===== config.mk =====
export PLATFORM = sky130hd
export DESIGN_NAME = intr_seq
export DESIGN_NICKNAME = d
export VERILOG_FILES = /design/src/rtl/isq_pkg.sv /design/src/rtl/isq_pending.sv /design/src/rtl/isq_mask.sv /design/src/rtl/intr_seq.sv
export SDC_FILE = /design/constraint.sdc
export NUM_CORES = 1
export LEC_CHECK = 0
export CAP_MARGIN = 20
export CORE_ASPECT_RATIO = 0.9
export CORE_MARGIN = 1
export CORE_UTILIZATION = 45
export DETAILED_ROUTE_END_ITERATION = 6
export GPL_TIMING_DRIVEN = 0
export PLACE_DENSITY = 0.78
export SYNTH_ARGS = -nofsm -noshare
export SYNTH_HDL_FRONTEND = slang
export SYNTH_HIERARCHICAL = 1
export SYNTH_SLANG_ARGS = --single-unit

===== constraint.sdc =====
create_clock -name clk -period 3.7 [get_ports clk]
set_input_delay 0.74 -clock clk [delete_from_list [all_inputs] [get_ports clk]]
set_output_delay 0.74 -clock clk [all_outputs]
set_load 0.02 [all_outputs]

===== src/rtl/isq_pkg.sv =====
package isq_pkg;
   typedef enum logic [3:0] {
      ST_IDLE,
      ST_ACK,
      ST_VEC,
      ST_PUSH_PC,
      ST_PUSH_ST,
      ST_JUMP,
      ST_POP_ST,
      ST_POP_PC,
      ST_RET
   } isq_state_e;
endpackage


===== src/rtl/isq_pending.sv =====
// Per-line request latches with lowest-number-first selection.
module isq_pending #(
   parameter int NUM_REQ = 8,
   parameter int ID_W    = 3
) (
   input  logic               clk,
   input  logic               rst_n,
   input  logic [NUM_REQ-1:0] req_i,
   input  logic               take_i,
   input  logic [ID_W-1:0]    take_id_i,
   output logic               any_o,
   output logic [ID_W-1:0]    top_id_o
);
   logic [NUM_REQ-1:0] pend_q;

   for (genvar k = 0; k < NUM_REQ; k++) begin : g_line
      always_ff @(posedge clk) begin
         if (!rst_n)
            pend_q[k] <= 1'b0;
         else
            pend_q[k] <= (pend_q[k] & ~(take_i && (take_id_i == ID_W'(k)))) | req_i[k];
      end
   end

   always_comb begin
      top_id_o = '0;
      for (int k = NUM_REQ - 1; k >= 0; k--) begin
         if (pend_q[k]) top_id_o = ID_W'(k);
      end
   end

   assign any_o = |pend_q;
endmodule


===== src/rtl/isq_mask.sv =====
// Mask flag plus the hold that defers re-enable until the return finishes.
module isq_mask (
   input  logic clk,
   input  logic rst_n,
   input  logic accept_i,
   input  logic ei_i,
   input  logic ret_done_i,
   output logic mask_o,
   output logic hold_o
);
   logic in_isr_q;

   always_ff @(posedge clk) begin
      if (!rst_n) begin
         mask_o   <= 1'b1;
         in_isr_q <= 1'b0;
         hold_o   <= 1'b0;
      end else begin
         if (accept_i)  mask_o <= 1'b1;
         else if (ei_i) mask_o <= 1'b0;

         if (accept_i)        in_isr_q <= 1'b1;
         else if (ret_done_i) in_isr_q <= 1'b0;

         if (ret_done_i)            hold_o <= 1'b0;
         else if (ei_i && in_isr_q) hold_o <= 1'b1;
      end
   end
endmodule


===== src/rtl/intr_seq.sv =====
module intr_seq
   import isq_pkg::*;
#(
   parameter int          NUM_REQ  = 8,
   parameter int          ID_W     = (NUM_REQ > 1) ? $clog2(NUM_REQ) : 1,
   parameter int          PC_W     = 16,
   parameter int          STAT_W   = 8,
   parameter int          VEC_W    = 8,
   parameter logic [15:0] VEC_BASE = 16'h0400
) (
   input  logic               clk,
   input  logic               rst_n,
   input  logic [NUM_REQ-1:0] req_i,
   input  logic               instr_done_i,
   input  logic               ei_i,
   input  logic               reti_i,
   input  logic [PC_W-1:0]    pc_i,
   input  logic [STAT_W-1:0]  status_i,
   input  logic [VEC_W-1:0]   vec_i,
   output logic               inta_o,
   output logic [ID_W-1:0]    inta_id_o,
   output logic               mask_o,
   output logic               push_valid_o,
   output logic [PC_W-1:0]    push_data_o,
   input  logic               push_ready_i,
   output logic               pop_req_o,
   input  logic               pop_valid_i,
   input  logic [PC_W-1:0]    pop_data_i,
   output logic               redirect_o,
   output logic [PC_W-1:0]    redirect_pc_o,
   output logic               status_load_o,
   output logic [STAT_W-1:0]  restore_status_o
);
   localparam int MIN_ID_W = (NUM_REQ > 1) ? $clog2(NUM_REQ) : 1;

   if (NUM_REQ < 1 || NUM_REQ > 64) begin : g_bad_req
      $error("intr_seq: NUM_REQ out of range");
   end
   if (ID_W < MIN_ID_W) begin : g_bad_id
      $error("intr_seq: ID_W too narrow for NUM_REQ");
   end
   if (STAT_W > PC_W) begin : g_bad_stat
      $error("intr_seq: status must fit in one stack word");
   end
   if (PC_W < VEC_W + 2) begin : g_bad_vec
      $error("intr_seq: PC_W cannot hold a scaled vector");
   end

   isq_state_e          state_q;
   logic                any_pend, hold, accept, ret_done;
   logic [ID_W-1:0]     top_id;
   logic [PC_W-1:0]     pc_q, entry_q, pc_pop_q;
   logic [STAT_W-1:0]   st_q;

   assign ret_done = (state_q == ST_RET);
   assign accept   = (state_q == ST_IDLE) && instr_done_i && !reti_i &&
                     any_pend && !mask_o && !hold;

   isq_pending #(.NUM_REQ(NUM_REQ), .ID_W(ID_W)) u_pend (
      .clk       (clk),
      .rst_n     (rst_n),
      .req_i     (req_i),
      .take_i    (accept),
      .take_id_i (top_id),
      .any_o     (any_pend),
      .top_id_o  (top_id)
   );

   isq_mask u_mask (
      .clk        (clk),
      .rst_n      (rst_n),
      .accept_i   (accept),
      .ei_i       (ei_i),
      .ret_done_i (ret_done),
      .mask_o     (mask_o),
      .hold_o     (hold)
   );

   always_ff @(posedge clk) begin
      if (!rst_n) begin
         state_q          <= ST_IDLE;
         inta_id_o        <= '0;
         pc_q             <= '0;
         st_q             <= '0;
         entry_q          <= '0;
         pc_pop_q         <= '0;
         restore_status_o <= '0;
      end else begin
         unique case (state_q)
            ST_IDLE: begin
               if (reti_i) begin
                  state_q <= ST_POP_ST;
               end else if (accept) begin
                  state_q   <= ST_ACK;
                  inta_id_o <= top_id;
                  pc_q      <= pc_i;
                  st_q      <= status_i;
               end
            end
            ST_ACK: state_q <= ST_VEC;
            ST_VEC: begin
               entry_q <= PC_W'(VEC_BASE) + (PC_W'(vec_i) << 2);
               state_q <= ST_PUSH_PC;
            end
            ST_PUSH_PC: if (push_ready_i) state_q <= ST_PUSH_ST;
            ST_PUSH_ST: if (push_ready_i) state_q <= ST_JUMP;
            ST_JUMP:    state_q <= ST_IDLE;
            ST_POP_ST: begin
               if (pop_valid_i) begin
                  restore_status_o <= pop_data_i[STAT_W-1:0];
                  state_q          <= ST_POP_PC;
               end
            end
            ST_POP_PC: begin
               if (pop_valid_i) begin
                  pc_pop_q <= pop_data_i;
                  state_q  <= ST_RET;
               end
            end
            ST_RET:  state_q <= ST_IDLE;
            default: state_q <= ST_IDLE;
         endcase
      end
   end

   assign inta_o        = (state_q == ST_ACK);
   assign push_valid_o  = (state_q == ST_PUSH_PC) || (state_q == ST_PUSH_ST);
   assign push_data_o   = (state_q == ST_PUSH_PC) ? pc_q : PC_W'(st_q);
   assign pop_req_o     = (state_q == ST_POP_ST) || (state_q == ST_POP_PC);
   assign redirect_o    = (state_q == ST_JUMP) || ret_done;
   assign redirect_pc_o = ret_done ? pc_pop_q : entry_q;
   assign status_load_o = ret_done;
endmodule


* Word level (Yosys, flattened, before mapping)
Cells that the tools add are included.
** Word-level totals
- RAM bits :: 0
- Output and inout port bits :: 49
- Memories :: 0
- Bits in latches :: 0
- ROM bits :: 0
- Register bits :: 82
** Operators by class
- Bitwise logic cells :: 26
- Divide/modulo/power cells :: 0
- Equal/unequal tests :: 20
- Reduce and logical (&&, ||, !) cells :: 30
- Multipliers :: 0
- Add/sub/neg operators :: 1
- Shift operators :: 0
- Order comparisons :: 0
- Muxes and demuxes :: 19
** Operators with widths (number)
- 16-bit two-way mux :: 2
- 4-bit one-hot mux with 7 select lines :: 1
- 3-bit two-way mux :: 8
- 4-bit two-way mux :: 6
- 4-bit by 3-bit equality test with 1-bit output, second input constant :: 4
- 1-bit logical AND :: 14
- 11-bit by 10-bit adder with 12-bit output, first input constant :: 1
- 3-bit equality test, second input constant :: 4
- 1-bit inverter :: 10
- 1-bit AND :: 8
- 4-bit by 2-bit equality test with 1-bit output, second input constant :: 2
- 2-bit != test, second input constant :: 4
- 1-bit OR :: 8
- 8-bit OR reduction :: 1
- 3-bit by 2-bit equality test with 1-bit output, second input constant :: 2
- 5-bit AND reduction :: 1
- 4-bit by 1-bit equality test with 1-bit output, second input constant :: 1
- 4-bit equality test, second input constant :: 1
- 4-bit logical NOT :: 1
- 2-bit AND reduction :: 2
- 2-bit OR reduction :: 2
- 3-bit by 1-bit equality test with 1-bit output, second input constant :: 1
- 1-bit logical NOT :: 3
- 3-bit logical NOT :: 1
- 5 further kinds :: 8

* Longest topological paths before layout
Gate-level depths: netlist (run 1).
- Depth in word-level cells :: 13
- Mapped depth :: 10
- Mapped depth without buffers :: 8

* Modules after synthesis
Netlist (run 1), hierarchy kept.
** Modules (own cells, without submodules)
- intr_seq :: cells each 333, instances 1, area an instance 2964.1 um^2
- isq_pending :: cells each 48, instances 1, area an instance 384.1 um^2
- isq_mask :: cells each 9, instances 1, area an instance 105.1 um^2

* Worst setup path before layout (run 1)
Ideal clock, no wire load.
- Kind :: reg-to-output
- From :: reg state_q[1]
- To :: out redirect_pc_o[10]
- Path slack :: 1.152 ns
- Stages on the path, launching flop included :: 6
- Data arrival time :: 1.808 ns
- Required time :: 2.960 ns
- Path through :: dfxtp_1 -> buf_6 -> or2_4 -> nor3b_2 -> buf_2 -> mux2_2
** Between the ends
- Word-level cells in the longest chain between the ends :: 2
** Ends and longest elaborated chain
- from (decl) :: RTL line intr_seq.sv:49 : isq_state_e state_q;
- from (signal assigned) :: RTL line intr_seq.sv:81 : state_q <= ST_IDLE;
- from (signal assigned) :: RTL line intr_seq.sv:92 : state_q <= ST_POP_ST;
- from (signal assigned) :: RTL line intr_seq.sv:94 : state_q <= ST_ACK;
- 4-bit equality test :: RTL line intr_seq.sv:55 : assign ret_done = (state_q == ST_RET);
- net status_load_o :: RTL line intr_seq.sv:31 : output logic status_load_o,
- 16-bit two-way mux :: RTL line intr_seq.sv:131 : assign redirect_pc_o = ret_done ? pc_pop_q : entry_q;
- to (decl) :: RTL line intr_seq.sv:30 : output logic [PC_W-1:0] redirect_pc_o,
The timed path passes the listed nets, and every way through them passes these cells.

* Final worst setup path (run 1)
- From :: reg state_q[2]
- To :: out redirect_pc_o[9]
** Between the ends
- Word-level cells in the longest chain between the ends :: 2
** Ends and longest elaborated chain (RTL line)
- 4-bit equality test :: intr_seq.sv:55
- 16-bit two-way mux :: intr_seq.sv:131
No other way between the ends.

==> results of run 1 <==
==> per-layer routing <==
metal / vias up / wire length (µm)
met5: - / 0
met4: 0 / 121
met3: 13 / 530
met2: 90 / 4042
met1: 1368 / 4034
li1: 1550 / -
==> through the flow <==
stage	std cells	cell area [µm²]	hold WS [ns]	util	power (mW)
3_5_place_dp	595	4686	0.4426	0.6489	1.609
3_3_place_gp	594	4681	0.4365	0.6482	1.597
2_1_floorplan	390	3453	0.4305	-	1.351
5_1_grt	611	4907	0.4795	0.6796	2.389
4_1_cts	611	4900	0.4529	0.6786	2.278
6_report	611	4907	0.4489	0.6796	2.269
==> cell usage after synthesis (all sizes together), types with 4 or more instances <==
master / count
a21boi: 51
and2: 15
buf: 11
clkbuf: 14
dfxtp: 75
inv: 4
mux2: 17
mux2i: 10
nand2: 109
nand2b: 6
nor2: 15
nor2b: 11
nor4: 8
o21a: 4
o21ai: 7
==> critical path, delay by kind of cell (launching register included) <==
kind                   cells  cell delay (ns)
buffers and inverters      3             1.06
flip-flops                 1             0.30
AND/OR/NAND/NOR            2             0.68
multiplexers               1             0.37
==> sequential cells by signal, summed over array words and instances (netlist names) <==
signal            count
u_mask/hold_o         1
u_pend/pend_q         8
u_mask/in_isr_q       1
pc_q                 16
entry_q               9
inta_id_o             3
st_q                  8
pc_pop_q             16
state_q               4
u_mask/mask_o         1
restore_status_o      8
==> power by group through the flow <==
| stage | registers (mW) | clock network (mW) | logic, mW |
|---|---|---|---|
| 6_report | 0.916 | 0.670 | 0.683 |
| 5_1_grt | 0.926 | 0.722 | 0.740 |
| 4_1_cts | 0.914 | 0.683 | 0.681 |
| 3_5_place_dp | 0.933 | 0 | 0.676 |
| 3_3_place_gp | 0.929 | 0 | 0.668 |
| 2_1_floorplan | 0.930 | 0 | 0.421 |
==> logic make-up (layout without fill, tap and decap cells) <==
family | after synthesis | after routing | share of synthesized area
buffers and inverters | 29 | 157 | 0.04855
multiplexers | 27 | 27 | 0.08442
AO/OA/AOI/OAI | 77 | 77 | 0.1728
AND/OR/NAND/NOR | 182 | 182 | 0.2594
flip-flops | 75 | 75 | 0.4348
==> cell type report <==
type / instances / share of cell area
repair buffers: 112 / 0.2274
plain buffers: 25 / 0.02983
well taps: 93 / 0.02371
inverters: 4 / 0.004589
multi-input cells: 286 / 0.3649
clock buffers: 13 / 0.03442
clock inverters: 3 / 0.009179
flip-flops and latches: 75 / 0.3060
==> worst paths after layout <==
kind,from,end,slack [ns]
hold / removal,pc_q[10],pc_q[10],0.45
hold reg to reg,pc_q[10],pc_q[10],0.45
setup / recovery,state_q[2],redirect_pc_o[9],0.20
setup reg to reg,state_q[2],u_pend/pend_q[2],1.55
==> flow_summary.ini, run 1 <==
[critical_path]
critPathKind = flip-flop to output pin
ff2ff_path_depth = 9
timing.critical_path.mode_cell = buf_2
cp_max_fo = 12
required_ns = 2.96
crit_path_end_kind = output pin
startpoint_type = flip-flop
cp_cell_sequence = buf_2, or2_4, nor3b_4, buf_2, mux2_2, clkdlybuf4s50_1
arrival_ns = 2.76
critPathMaxStageDelay_ns = 0.55
slowest_stage = clkdlybuf4s50_1

[timing]
skew_ns = 0.01373
rsz0062_at_grt = no
tns_ns = 0
fmax_mhz = 285.8
worst-slew-pin-transition_ns = 0.9419
finalSetupViolCount = 0
layout_setup_ws_ns = 0.2006
slew_viol_final = 0
finalHoldViolCount = 0
final.period_utilization = 0.9458
max_slew_margin = 0.3683
period_needed_ns = 3.499

[synthesis]
synth_cell_types = 48
ys_ff_latch = 75
ys_async_sr_fraction = 0
synth-edff-count = 0
avgSynthCellArea_um2 = 8.855
ys_warn_count = 6
syn_nets = 453
syn_inst = 390
synth_area_leaders = dfxtp_1 43%, nand2_1 11%, a21boi_0 6.7%, mux2_2 5.5%, a21boi_2 2.9%
synth_area_leader_cell = dfxtp_1
seq_area_frac_synth = 0.4348
syn_area_um2 = 3453
yosys.area.top_type_share = 0.4348
synth-main-ff-cell = dfxtp_1

[global_route]
grt_first_pass_wirelength_mm = 14.10
grtUsageMet2 = 0.3663
overflow = 0
met1_usage = 0.2917
grt_pass1_vias = 2998
track_usage = 0.2279
grt-busiest-layer = met2
antenna_found_initial = 0
use_met3 = 0.06093
grt_max_degree = 15

[power]
power_leakage_nw = 1.739
p_sw_frac = 0.3053
clkPwrFrac = 0.295
p_comb_frac = 0.301
p_switching_uw = 692.8
p_int_mw = 1.577
power.share.sequential = 0.404
irDropWorstVdd_mv = 0.2527
power-per-cell-area_nw_per_um2 = 462.5

[drt]
drt_iter0_drc = 111
drc_errors = 0
wirelength_mm = 8.729
first_pass_iters = 4
wl_per_cell_um = 14.29
drtAntennaViolNets = 0
viasPerCell = 4.944
num_vias = 3021

[clock_network]
postCtsSetupRepairBufs = 0
cts_sinks = 75
cts_hold_buf = 0
post_cts_resized = 0
root_buffer = clkbuf_8
clockBufferDepth = 2
path_clk_slew_ns = 0.07
worstSkewPairLatency_ns = 0.36
tritoncts = yes
cts_made_buffers = 9
htree_levels = 3

[flow_run]
max-cap-violations = 0

[final_layout]
fillCellCount = 592
final_nets = 576
layout_commonest_cell = clkdlybuf4s50_1
multi_input_area_um2 = 1790
drive_gt1_frac = 0.1409
area_growth_pct = 42.10
final_cell_mix = 111 x clkdlybuf4s50_1, 100 x nand2_1, 75 x dfxtp_1, 31 x a21boi_0, 17 x mux2_2
ff_latch_area_um2 = 1501
diodes = 0

[die]
start_util = 0.4783
die_area_um2 = 8029
dieWidth_um = 94.34
ios = 112
coreArea_um2 = 7221
num_rows = 29
die_h_um = 85.11

[run_status]
status = finished, final reports clean

[place]
hpwlAfterDp_mm = 6.376
dp_slack_ns = 0.4030
io_buffer_count = 111
place_congestion = 0.8797

[worst_hold_path]
hold_depth = 2
hold_class = flip-flop to flip-flop
No activity file was read; power rests on OpenSTA's default activity.
==> run 2, diff against run 1 <==
Settings changed: CTS_CLUSTER_DIAMETER from default to 30, SETUP_SLACK_MARGIN from default to 0.1.
Clock period 3.7 ns to 3.3 ns, I/O delays scaled along.
==> flow_summary.ini, run 2 (synthesis gave the netlist of run 1 again) <==
[timing]
period_needed_ns = 3.086
max_slew_margin = 0.3608
finalHoldViolCount = 0
fmax_mhz = 324.1
worst-slew-pin-transition_ns = 0.9530
layout_setup_ws_ns = 0.2141
skew_ns = 0.01396
rsz0062_at_grt = no
finalSetupViolCount = 0
tns_ns = 0
slew_viol_final = 0
final.period_utilization = 0.9351

[drt]
wl_per_cell_um = 14.30
first_pass_iters = 4
drc_errors = 0
num_vias = 3037
drt_iter0_drc = 93
wirelength_mm = 8.780
viasPerCell = 4.946
drtAntennaViolNets = 0

[final_layout]
top_regs = pc_pop_q x16, pc_q x16, entry_q x9
layout_commonest_cell = clkdlybuf4s50_1
multi_input_area_um2 = 1790
ff_latch_area_um2 = 1501
finalNonFillerCells = 614
final_nets = 579
postLayoutCoreUtil = 0.6836
area_growth_pct = 42.93
final_cell_mix = 111 x clkdlybuf4s50_1, 100 x nand2_1, 75 x dfxtp_1, 31 x a21boi_0, 17 x mux2_2
diodes = 0
drive_gt1_frac = 0.1478
fillCellCount = 588

[place]
place_congestion = 0.8797
dp_slack_ns = 0.08300
io_buffer_count = 111
hpwlAfterDp_mm = 6.376
placed_cells = 595

[critical_path]
crit_path_end_kind = output pin
startpoint_type = flip-flop
arrival_ns = 2.43
cp_max_fo = 12
required_ns = 2.64
slowest_stage = clkdlybuf4s50_1
critPathKind = flip-flop to output pin
crit_buf_inv = 3
critPathMaxStageDelay_ns = 0.55
crit_family = buffers and inverters
cp_cell_sequence = buf_2, or2_4, nor3b_4, buf_4, mux2_2, clkdlybuf4s50_1

[global_route]
grt_max_degree = 15
track_usage = 0.2283
grt_first_pass_wirelength_mm = 14.11
grt_pass1_vias = 2998
antenna_found_initial = 0
overflow = 0

[clock_network]
path_clk_slew_ns = 0.07
root_buffer = clkbuf_8
clockBufferDepth = 2
htree_levels = 3
worstSkewPairLatency_ns = 0.36
cts_made_buffers = 9
cts_sinks = 75
tritoncts = yes
cts_hold_buf = 0

[run_status]
status = finished, final reports clean

[power]
power_leakage_nw = 1.759
total_power_mw = 2.558
power-per-cell-area_nw_per_um2 = 518.3
irDropWorstVdd_mv = 0.2841

[die]
die_h_um = 85.11
ios = 112
num_rows = 29
coreArea_um2 = 7221
start_util = 0.4783
die_area_um2 = 8029
dieWidth_um = 94.34

[worst_hold_path]
hold_class = flip-flop to flip-flop

[flow_run]
max-cap-violations = 0
## run 2: cell count changes in the layout (fill, tap and decap cells not counted)
cell / delta
clkbuf_1: -1
buf_4: +5
buf_2: -1
## run 2: layout make-up
cell class | instances | share of cell area
clock buffer | 13 | 0.03422
inverter | 4 | 0.004563
buffer | 25 | 0.03093
sequential | 75 | 0.3042
timing repair buffer | 115 | 0.2307
multi-input combinational | 286 | 0.3627
clock inverter | 3 | 0.009125
tap | 93 | 0.02357
## run 2: per-stage QoR
step	area (µm²)	hold slack, ns
after floorplan	3453	0.4305
after global placement	4681	0.4365
after detailed placement	4686	0.4426
after CTS	4918	0.4529
after global routing	4936	0.4795
final	4936	0.4488
## run 2: worst paths after layout
check / from / to / slack [ns] / cells past startpoint
worst min-delay path: pc_q[10] / pc_q[10] / 0.45 / 2
worst max register to register: state_q[2] / u_pend/pend_q[2] / 1.14 / 9
worst min register to register: pc_q[10] / pc_q[10] / 0.45 / 2
worst max-delay path: state_q[2] / redirect_pc_o[9] / 0.21 / 6
## run 2: timing repair
| item | in CTS | in global routing |
|---|---|---|
| resized for setup | 4 | 3 |
| pin swaps | 1 | 0 |
| setup endpoints to repair | 27 | 4 |
| setup buffers | 1 | 2 |
| endpoints found under the hold margin | 0 | 0 |
## run 2: worst register-to-register path: stages, from the launching register on
cell      delay, ns
dfxtp_1        0.30
buf_2          0.16
or2_4          0.27
or4_4          0.51
buf_6          0.16
inv_8          0.09
buf_12         0.15
nand2b_1       0.12
nor4_1         0.20
nor2_1         0.08
## run 2: power by group
part / leakage, nW / internal (mW) / switching (mW)
logic: 1.05 / 0.384 / 0.395
registers: 0.609 / 0.981 / 0.0465
clock network: 0.102 / 0.412 / 0.340
total: 1.76 / 1.78 / 0.782
## run 2: metal layers
metal / GRT usage / vias up / part of all wire
met5: 0 / - / 0
met4: 0.08531 / 0 / 0.012
met3: 0.06093 / 12 / 0.063
met2: 0.3656 / 99 / 0.46
met1: 0.2934 / 1372 / 0.46
li1: - / 1554 / -
==> run 3, diff against run 2 <==
Settings changed: CORE_UTILIZATION 45 to 42, GPL_ROUTABILITY_DRIVEN from default to 0, PLACE_DENSITY 0.78 to 0.75.
Clock period 3.3 ns to 2.56 ns, I/O delays scaled along.
==> flow_summary.ini, run 3 (synthesis gave the netlist of run 1 again) <==
[timing]
slew_viol_final = 0
fmax_mhz = 409.9
finalHoldViolCount = 0
rsz0062_at_grt = yes
whs_ns = 0.4525
finalSetupViolCount = 0
worst-slew-pin-transition_ns = 0.9006
period_needed_ns = 2.440
max_slew_margin = 0.3960
tns_ns = 0
final.period_utilization = 0.9530
layout_setup_ws_ns = 0.1203
skew_ns = 0.01150

[clock_network]
cts_hold_buf = 0
cts_made_buffers = 9
worstSkewPairLatency_ns = 0.35
tritoncts = yes
root_buffer = clkbuf_8
htree_levels = 3
clockBufferDepth = 2
cts_sinks = 75
path_clk_slew_ns = 0.07

[global_route]
overflow = 0
grt_first_pass_wirelength_mm = 14.81
grt_pass1_vias = 3061
track_usage = 0.2221
grt_max_degree = 15
antenna_found_initial = 0

[power]
irDropWorstVdd_mv = 0.4907
total_power_mw = 3.413
power_leakage_nw = 1.939
power-per-cell-area_nw_per_um2 = 679.0

[final_layout]
fin_area_um2 = 5026
final_nets = 585
finalNonFillerCells = 623
final_cell_mix = 100 x nand2_1, 74 x clkdlybuf4s50_1, 73 x dfxtp_1, 31 x a21boi_0, 17 x buf_6
top_regs = pc_pop_q x16, pc_q x16, entry_q x9
area_growth_pct = 45.54
diodes = 0
postLayoutCoreUtil = 0.6500
drive_gt1_frac = 0.2144
layout_commonest_cell = nand2_1

[critical_path]
timing.critical_path.mode_cell = buf_6
reg2reg_to = u_pend/pend_q[6]
startpoint_type = flip-flop
crit_family = simple AND/OR/NAND/NOR gates
crit_buf_inv = 3
required_ns = 2.05
r2r_start = state_q[2]
critPathMaxStageDelay_ns = 0.32
reg2reg_setup_slack_ns = 0.27
critPathKind = flip-flop to output pin
slowest_stage = mux2_4
cp_cell_sequence = buf_6, or2_4, nor3b_4, buf_6, mux2_4, buf_6
ff2ff_path_depth = 10
cp_max_fo = 7
arrival_ns = 1.93
crit_path_end_kind = output pin

[worst_hold_path]
holdCritStartpoint = pc_q[14]
hold_depth = 2
hold_class = flip-flop to flip-flop
worst_hold_path.endpoint = pc_q[14]

[drt]
wl_per_cell_um = 15.08
wirelength_mm = 9.393
viasPerCell = 4.979
first_pass_iters = 4
drtAntennaViolNets = 0
num_vias = 3102
drt_iter0_drc = 106
drc_errors = 0

[die]
die_h_um = 88.03
num_rows = 30
coreArea_um2 = 7732
ios = 112
start_util = 0.4466
die_area_um2 = 8589
dieWidth_um = 97.58

[place]
io_buffer_count = 111
placed_area_um2 = 4690
hpwlAfterDp_mm = 6.528
placed_cells = 598
dp_slack_ns = -0.5170

[flow_run]
max-cap-violations = 0

[run_status]
status = finished, final reports clean
## run 3: cell types whose count changed in the layout (fill, tap and decap cells not counted), sizes merged
| cell | delta |
|---|---|
| clkinv | +2 |
| clkdlybuf4s50 | -37 |
| dlymetal6s2s | +1 |
| clkdlybuf4s15 | +4 |
| dlygate4sd2 | +8 |
| clkinvlp | -1 |
| buf | +31 |
| clkbuf | -2 |
## run 3: worst max path at each step
stage                from           endpoint  cells after the start  slack, ns
4_1_cts        state_q[2]   redirect_pc_o[9]                      6       0.09
3_3_place_gp   state_q[2]   redirect_pc_o[9]                      6      -0.49
3_5_place_dp   state_q[2]  redirect_pc_o[10]                      6      -0.52
2_1_floorplan  state_q[1]  redirect_pc_o[10]                      5       0.24
6_report       state_q[2]   redirect_pc_o[7]                      6       0.12
5_1_grt        state_q[2]   redirect_pc_o[4]                      6       0.05
## run 3: layout make-up
cell class	count	area [µm²]
clock inverter	4	47.55
tap	96	120.1
multi-input combinational	286	1846
buffer	25	180.2
sequential	75	1506
fill	692	2706
clock buffer	12	165.2
timing repair buffer	121	1139
inverter	4	22.52
## run 3: where the power goes
part | leakage, nW | switching [mW] | internal, mW
Combinational | 1.22 | 0.555 | 0.561
Clock | 0.108 | 0.434 | 0.527
Sequential | 0.611 | 0.0671 | 1.27
Total | 1.94 | 1.06 | 2.36
## run 3: timing repair
action,CTS,global route
endpoints found under the setup margin,36,30
pin swaps,3,2
resized for setup,154,16
endpoints found under the hold margin,0,0
setup buffers,7,2
## run 3: per-layer routing
| metal | up-vias | global-route usage | part of all wire |
|---|---|---|---|
| met2 | 93 | 0.3840 | 0.47 |
| met4 | 0 | 0.07620 | 0.015 |
| met1 | 1422 | 0.2724 | 0.46 |
| met5 | - | 0 | 0 |
| li1 | 1575 | - | - |
| met3 | 12 | 0.05666 | 0.055 |
## run 3: worst reg2reg max path: stages (launching register included)
cell and delay, ns:
dfxtp_1 0.31, buf_6 0.12, or2_4 0.27, buf_4 0.14, or4_4 0.50, buf_6 0.17
inv_8 0.09, buf_12 0.15, nand2_1 0.12, nor4_1 0.23, nor2_1 0.09
